**config.mk**
```make
export PLATFORM = sky130hd
export DESIGN_NAME = mvidx_pair_gen
export DESIGN_NICKNAME = d
export VERILOG_FILES = /design/src/rtl/mvidx_pkg.sv /design/src/rtl/mvidx_walker.sv /design/src/rtl/mvidx_datapath.sv /design/src/rtl/mvidx_ctrl.sv /design/src/rtl/mvidx_pair_gen.sv
export SDC_FILE = /design/constraint.sdc
export NUM_CORES = 1
export LEC_CHECK = 0
export BUFFER_PORTS_ARGS = -buffer_cell sky130_fd_sc_hd__clkbuf_2
export CAP_MARGIN = 20
export CELL_PAD_IN_SITES_DETAIL_PLACEMENT = 0
export CELL_PAD_IN_SITES_GLOBAL_PLACEMENT = 1
export CORE_MARGIN = 8
export CORE_UTILIZATION = 35
export DETAILED_ROUTE_END_ITERATION = 12
export PLACE_DENSITY_LB_ADDON = 0.1
export SYNTH_ARGS = -nofsm -noshare
export SYNTH_HDL_FRONTEND = slang
export SYNTH_SLANG_ARGS = --single-unit
export TNS_END_PERCENT = 5
```
**constraint.sdc**
```tcl
create_clock -name clk -period 2.8 [get_ports clk]
set_input_delay 0.14 -clock clk [delete_from_list [all_inputs] [get_ports clk]]
set_output_delay 0.14 -clock clk [all_outputs]
set_load 0.05 [all_outputs]
```
**src/rtl/mvidx_pkg.sv**
```systemverilog
package mvidx_pkg;

  // Strobes sent from the sequencer to the walker datapath.
  typedef struct packed {
    logic load;  // capture configuration, clear both walkers
    logic step;  // advance both walkers by one index pair
  } walkCtl_t;

  typedef enum logic [1:0] {
    SEQ_IDLE = 2'd0,
    SEQ_RUN  = 2'd1,
    SEQ_FIN  = 2'd2
  } seqState_t;

endpackage

```
**src/rtl/mvidx_walker.sv**
```systemverilog
module mvidx_walker
  import mvidx_pkg::*;
#(
  parameter int MAX_VL  = 64,
  parameter int MAX_SUB = 4,
  localparam int VL_W  = $clog2(MAX_VL + 1),
  localparam int SUB_W = $clog2(MAX_SUB),
  localparam int CNT_W = $clog2(MAX_VL),
  localparam int OFF_W = $clog2(MAX_VL * MAX_SUB)
) (
  input  logic             clk,
  input  logic             rst_n,
  input  walkCtl_t         ctl,
  input  logic [VL_W-1:0]  vl,
  input  logic [SUB_W-1:0] subM1,
  input  logic             transp,
  output logic [OFF_W-1:0] runOff,
  output logic             isLast
);

  logic [CNT_W-1:0] cntI;
  logic [SUB_W-1:0] cntJ;
  logic [OFF_W-1:0] rowOff;
  logic [OFF_W-1:0] colStride;
  logic [OFF_W-1:0] rowStride;
  logic             rowEnd;

  // Element-major: +1 per component, +S per element.
  // Transposed:    +VL per component, +1 per element.
  assign colStride = transp ? OFF_W'(vl) : OFF_W'(1);
  assign rowStride = transp ? OFF_W'(1)  : OFF_W'(subM1) + OFF_W'(1);
  assign rowEnd    = (cntJ == subM1);
  assign isLast    = rowEnd && (VL_W'(cntI) == vl - VL_W'(1));

  always_ff @(posedge clk) begin
    if (!rst_n) begin
      cntI   <= '0;
      cntJ   <= '0;
      rowOff <= '0;
      runOff <= '0;
    end else if (ctl.load) begin
      cntI   <= '0;
      cntJ   <= '0;
      rowOff <= '0;
      runOff <= '0;
    end else if (ctl.step) begin
      if (rowEnd) begin
        cntJ   <= '0;
        cntI   <= cntI + CNT_W'(1);
        rowOff <= rowOff + rowStride;
        runOff <= rowOff + rowStride;
      end else begin
        cntJ   <= cntJ + SUB_W'(1);
        runOff <= runOff + colStride;
      end
    end
  end

  assert_j_bound_R2: assert property (@(posedge clk) disable iff (!rst_n)
    cntJ <= subM1);

  assert_hold_R8: assert property (@(posedge clk) disable iff (!rst_n)
    (!ctl.step && !ctl.load) |=> $stable(runOff));

endmodule

```
**src/rtl/mvidx_datapath.sv**
```systemverilog
module mvidx_datapath
  import mvidx_pkg::*;
#(
  parameter int MAX_VL  = 64,
  parameter int MAX_SUB = 4,
  localparam int VL_W  = $clog2(MAX_VL + 1),
  localparam int SUB_W = $clog2(MAX_SUB),
  localparam int OFF_W = $clog2(MAX_VL * MAX_SUB),
  localparam int SIDES = 2
) (
  input  logic             clk,
  input  logic             rst_n,
  input  walkCtl_t         ctl,
  input  logic [VL_W-1:0]  vecLen,
  input  logic [SUB_W-1:0] grpCode,
  input  logic             packSel,
  input  logic             unpackSel,
  output logic [OFF_W-1:0] srcOff,
  output logic [OFF_W-1:0] dstOff,
  output logic             isLast
);

  logic [VL_W-1:0]  vlClamp;
  logic [VL_W-1:0]  vlReg;
  logic [SUB_W-1:0] subReg;
  logic             packReg;
  logic             unpackReg;
  logic [OFF_W-1:0] sideOff  [SIDES];
  logic             sideLast [SIDES];

  assign vlClamp = (vecLen > VL_W'(MAX_VL)) ? VL_W'(MAX_VL) : vecLen;

  always_ff @(posedge clk) begin
    if (!rst_n) begin
      vlReg     <= '0;
      subReg    <= '0;
      packReg   <= 1'b0;
      unpackReg <= 1'b0;
    end else if (ctl.load) begin
      vlReg     <= vlClamp;
      subReg    <= grpCode;
      packReg   <= packSel;
      unpackReg <= unpackSel;
    end
  end

  // Side 0 walks the source, side 1 the destination.
  for (genvar g = 0; g < SIDES; g++) begin : g_side
    mvidx_walker #(
      .MAX_VL (MAX_VL),
      .MAX_SUB(MAX_SUB)
    ) u_walk (
      .clk   (clk),
      .rst_n (rst_n),
      .ctl   (ctl),
      .vl    (vlReg),
      .subM1 (subReg),
      .transp((g == 0) ? packReg : unpackReg),
      .runOff(sideOff[g]),
      .isLast(sideLast[g])
    );
  end

  assign srcOff = sideOff[0];
  assign dstOff = sideOff[1];
  assign isLast = sideLast[0];

  assert_lockstep_R6: assert property (@(posedge clk) disable iff (!rst_n)
    sideLast[0] == sideLast[1]);

endmodule

```
**src/rtl/mvidx_ctrl.sv**
```systemverilog
module mvidx_ctrl
  import mvidx_pkg::*;
(
  input  logic     clk,
  input  logic     rst_n,
  input  logic     start,
  input  logic     vlZero,
  input  logic     ready,
  input  logic     isLast,
  output walkCtl_t ctl,
  output logic     outValid,
  output logic     done
);

  seqState_t state, stateNext;

  always_comb begin
    stateNext = state;
    ctl       = '0;
    unique case (state)
      SEQ_IDLE: begin
        if (start) begin
          ctl.load  = 1'b1;
          stateNext = vlZero ? SEQ_FIN : SEQ_RUN;
        end
      end
      SEQ_RUN: begin
        if (ready) begin
          ctl.step = 1'b1;
          if (isLast) stateNext = SEQ_FIN;
        end
      end
      SEQ_FIN:  stateNext = SEQ_IDLE;
      default:  stateNext = SEQ_IDLE;
    endcase
  end

  always_ff @(posedge clk) begin
    if (!rst_n) state <= SEQ_IDLE;
    else        state <= stateNext;
  end

  assign outValid = (state == SEQ_RUN);
  assign done     = (state == SEQ_FIN);

  assert_done_pulse_R6: assert property (@(posedge clk) disable iff (!rst_n)
    done |=> !done);

  assert_no_overlap_R6: assert property (@(posedge clk) disable iff (!rst_n)
    !(done && outValid));

  assert_zero_len_R7: assert property (@(posedge clk) disable iff (!rst_n)
    (!outValid && !done && start && vlZero) |=> (done && !outValid));

  assert_stall_R8: assert property (@(posedge clk) disable iff (!rst_n)
    (outValid && !ready) |=> outValid);

  assert_busy_start_R9: assert property (@(posedge clk) disable iff (!rst_n)
    (outValid || done) |-> !ctl.load);

endmodule

```
**src/rtl/mvidx_pair_gen.sv**
```systemverilog
module mvidx_pair_gen
  import mvidx_pkg::*;
#(
  parameter int MAX_VL  = 64,
  parameter int MAX_SUB = 4,
  localparam int VL_W  = $clog2(MAX_VL + 1),
  localparam int SUB_W = $clog2(MAX_SUB),
  localparam int OFF_W = $clog2(MAX_VL * MAX_SUB)
) (
  input  logic             clk,
  input  logic             rst_n,
  input  logic             start,
  input  logic [VL_W-1:0]  vecLen,
  input  logic [SUB_W-1:0] grpCode,
  input  logic             packSel,
  input  logic             unpackSel,
  input  logic             pairReady,
  output logic [OFF_W-1:0] srcOff,
  output logic [OFF_W-1:0] dstOff,
  output logic             pairValid,
  output logic             seqDone
);

  walkCtl_t walkCtl;
  logic     lastPair;

  mvidx_ctrl u_ctrl (
    .clk     (clk),
    .rst_n   (rst_n),
    .start   (start),
    .vlZero  (vecLen == '0),
    .ready   (pairReady),
    .isLast  (lastPair),
    .ctl     (walkCtl),
    .outValid(pairValid),
    .done    (seqDone)
  );

  mvidx_datapath #(
    .MAX_VL (MAX_VL),
    .MAX_SUB(MAX_SUB)
  ) u_dp (
    .clk      (clk),
    .rst_n    (rst_n),
    .ctl      (walkCtl),
    .vecLen   (vecLen),
    .grpCode  (grpCode),
    .packSel  (packSel),
    .unpackSel(unpackSel),
    .srcOff   (srcOff),
    .dstOff   (dstOff),
    .isLast   (lastPair)
  );

endmodule

```
==> out/qor.txt <==
cts repair resizes - 0
initial antenna violation count - 0
CP Launch Type - flop
1st-pass router iterations - 4
# diodes - 0
top-level I/O count - 33
Synth Area in XOR/XNOR - 0.105
Detailed Route Iter0 Violations - 131
Cell Pwr Density - 437 nW/µm²
Initial Util - 0.359
vias in the first global route - 2975
complex-gate fraction of the synthesized area - 0.176
CTS tree - yes
syn avg cell area - 8.15 µm²
Clock Latency Late Sink - 0.31 ns
crit end category - flop
Die Footprint - 13400 µm²
CORE AREA - 9730 µm²
top_reg_cell synth - dfxtp_1
WL met1 - 4.66 mm
GR Util All Layers - 0.144
WS Path Type - reg -> reg
# Max-Cap Violations - 0
largest stage delay on the critical path - 0.46 ns
clk root buf - clkbuf_8
met3 routed WL - 319 µm
fin crit period - 2.38 ns
R2R setup slack - 0.42 ns
Worst Hold Class - in -> reg
Slew Viols, Final - 0
vias per inst - 5.02
WP data required - 3.03 ns
register area share after synthesis - 0.315
Seq. cell area - 1100 µm²
Vias - 2980
Hold Violations, Final - 0
Filler Cells Inserted - 1080
largest net degree at the start of global routing - 20
Finished Cell Area - 3940 µm²
post-synthesis net count - 471
CP top delay family - compound AO/OA/AOI/OAI gates
status - finished, final reports clean
simple-gate share of the synthesized area - 0.255
Post-synth EDFFs - 0
DR WL met2 - 4.23 mm
area leader, netlist - dfxtp_1
DIE WIDTH - 116 µm
CP endpoint - u_dp.g_side[0].u_walk.runOff[5]
TNS Setup - 0 ns
mapped cell area - 3490 µm²
Max clock buf depth - 2
most frequent cells in the layout - 57 x nand2_1, 55 x dfxtp_1, 44 x nor2_1
FP Rows - 36
Leakage - 1.63 nW
layout cell share with drive strength beyond 1 - 0.119
Peak VDD IR - 0.198 mV
Slew @ Worst Pin - 0.633 ns
Async SR Flop Fraction - 0
utilization after layout - 0.405
remaining antenna violation count - 0
CP cell instances - ha_1, nand2b_1, inv_1, ha_1, a21o_1, a21oi_1, nor2_1, xnor2_1, a21oi_1, nor3b_1
Tot Pwr - 1.72 mW
unrepaired setup endpoints after global routing - no
Slowest cell on crit path - dfxtp_1
Non-Filler Instances - 594
area of the multi-input gates - 2270 µm²
Final WS setup - 0.422 ns
FF-to-FF Start - u_dp.subReg[0]
Area contributors post-synth - dfxtp_1 32%, ha_1 8.2%, nand2_1 6.1%
largest family of logic cells by synthesized area - simple AND/OR/NAND/NOR gates
Placed Area - 3820 µm²
Setup WS pre-CTS - 0.419 ns
CTS clk-pin slew, worst paths - 0.11 ns
YS warnings - 0
GR Overflow Total - 0
fin crit share - 0.849
synth unique cells - 52
Max-Slew Margin vs Limit - 0.576
CTS H-tree lvls - 2
Crit. Startpoint - u_dp.subReg[0]
post-synthesis cell count - 429
CP max FO - 6
dpl hpwl - 6.95 mm
critical path depth - 10
residual DRC count - 0
#FFs+latches synth - 55
nets - 502
Top Layer Used - met4
Cells after DPL - 586
top-area cell type share of the netlist area - 0.315
CTS buffer count - 5
Peak Freq - 0.421 GHz
worst hold slack - 0.0574 ns
post-synthesis adder-cell area fraction - 0.105
commonest non-fill, non-tap cell in the layout - nand2_1
Setup Buffers After CTS - 0
RePlAce Congestion - 0.793
clk sink count - 55
Reg2Reg Depth - 10
CTS Hold Bufs - 0
routed len/inst - 15.6 µm
I/O Buffers - 32
Die Y - 116 µm
area growth from synthesis to layout - 12.7%
crit path DAT - 2.61 ns
final setup vio count - 0
CP bufs+invs - 1
worst r2r dst - u_dp.g_side[0].u_walk.runOff[5]
multiplexer area fraction after synthesis - 0.00859
first-pass GRT wire length - 15.3 mm
WL final - 9.27 mm
Clock Skew - 0.0103 ns
[flip-flops by register name, indices dropped and copies added (netlist names)]
signal	flops
u_dp.subReg	2
u_dp.vlReg	7
u_dp.g_side.u_walk.rowOff	16
u_dp.packReg	1
u_dp.unpackReg	1
u_dp.g_side.u_walk.cntI	6
u_dp.g_side.u_walk.cntJ	4
u_dp.g_side.u_walk.runOff	16
u_ctrl.state	2
[cell families (layout without fill, tap and decap cells)]
| logic type | Yosys count | after routing |
|---|---|---|
| simple gates | 178 | 178 |
| fa+ha+maj | 27 | 27 |
| mux | 3 | 3 |
| flops | 55 | 55 |
| buf+inv | 30 | 62 |
| compound gates | 94 | 94 |
| xor+xnor | 42 | 42 |
[cell type report]
class | count | area share
multi-input combinational | 344 | 0.576
timing repair buffer | 43 | 0.0616
sequential | 55 | 0.280
clock buffer | 5 | 0.0175
clock inverter | 3 | 0.0121
tap | 133 | 0.0423
inverter | 11 | 0.0105
[worst register-to-register path: stages (launching register included)]
cell      delay (ns)
dfxtp_1         0.46
ha_1            0.28
nand2b_1        0.13
inv_1           0.06
ha_1            0.26
a21o_1          0.17
a21oi_1         0.33
nor2_1          0.09
xnor2_1         0.13
a21oi_1         0.19
nor3b_1         0.20
[metal layers]
metal,track usage,vias to the layer above
met5,0,-
met4,0.0320,0
li1,-,1546
met1,0.196,1389
met2,0.230,41
met3,0.0240,4
[report_power, final]
part / total, mW / leakage [nW] / switching [mW] / internal [mW]
registers: 0.839 / 0.446 / 0.0331 / 0.806
logic: 0.331 / 1.13 / 0.218 / 0.113
clock network: 0.551 / 0.0587 / 0.279 / 0.272
[synthesized netlist by cell type (all sizes together), types with 2 or more instances]
| cell type | count |
|---|---|
| and3 | 2 |
| o211ai | 2 |
| nor2b | 8 |
| inv | 11 |
| a31oi | 5 |
| ha | 23 |
| xnor2 | 23 |
| or3 | 2 |
| o21a | 5 |
| xor2 | 19 |
| nand4 | 6 |
| a21o | 8 |
| nand2 | 57 |
| clkbuf | 15 |
| a311oi | 2 |
| nand3 | 6 |
| nor2 | 45 |
| a22oi | 2 |
| o21ai | 18 |
| nand2b | 2 |
| buf | 4 |
| or2b | 2 |
| fa | 4 |
| or4 | 3 |
| a21oi | 23 |
| nand3b | 7 |
| and2 | 14 |
| nor3 | 16 |
| o21bai | 2 |
| a211oi | 8 |
| dfxtp | 55 |
| a21boi | 11 |
| nand4b | 2 |
| mux2i | 3 |
[worst min path at each step]
stage | start | to | slack [ns] | cells after the start
floorplan | grpCode[0] | u_dp.subReg[0] | 0.28 | 2
finish | unpackSel | u_dp.unpackReg | 0.06 | 3
global placement | unpackSel | u_dp.unpackReg | 0.39 | 3
global route | unpackSel | u_dp.unpackReg | 0.05 | 3
CTS | unpackSel | u_dp.unpackReg | 0.04 | 3
detailed placement | unpackSel | u_dp.unpackReg | 0.40 | 3
Note: power is estimated with default switching activity, not from simulation.
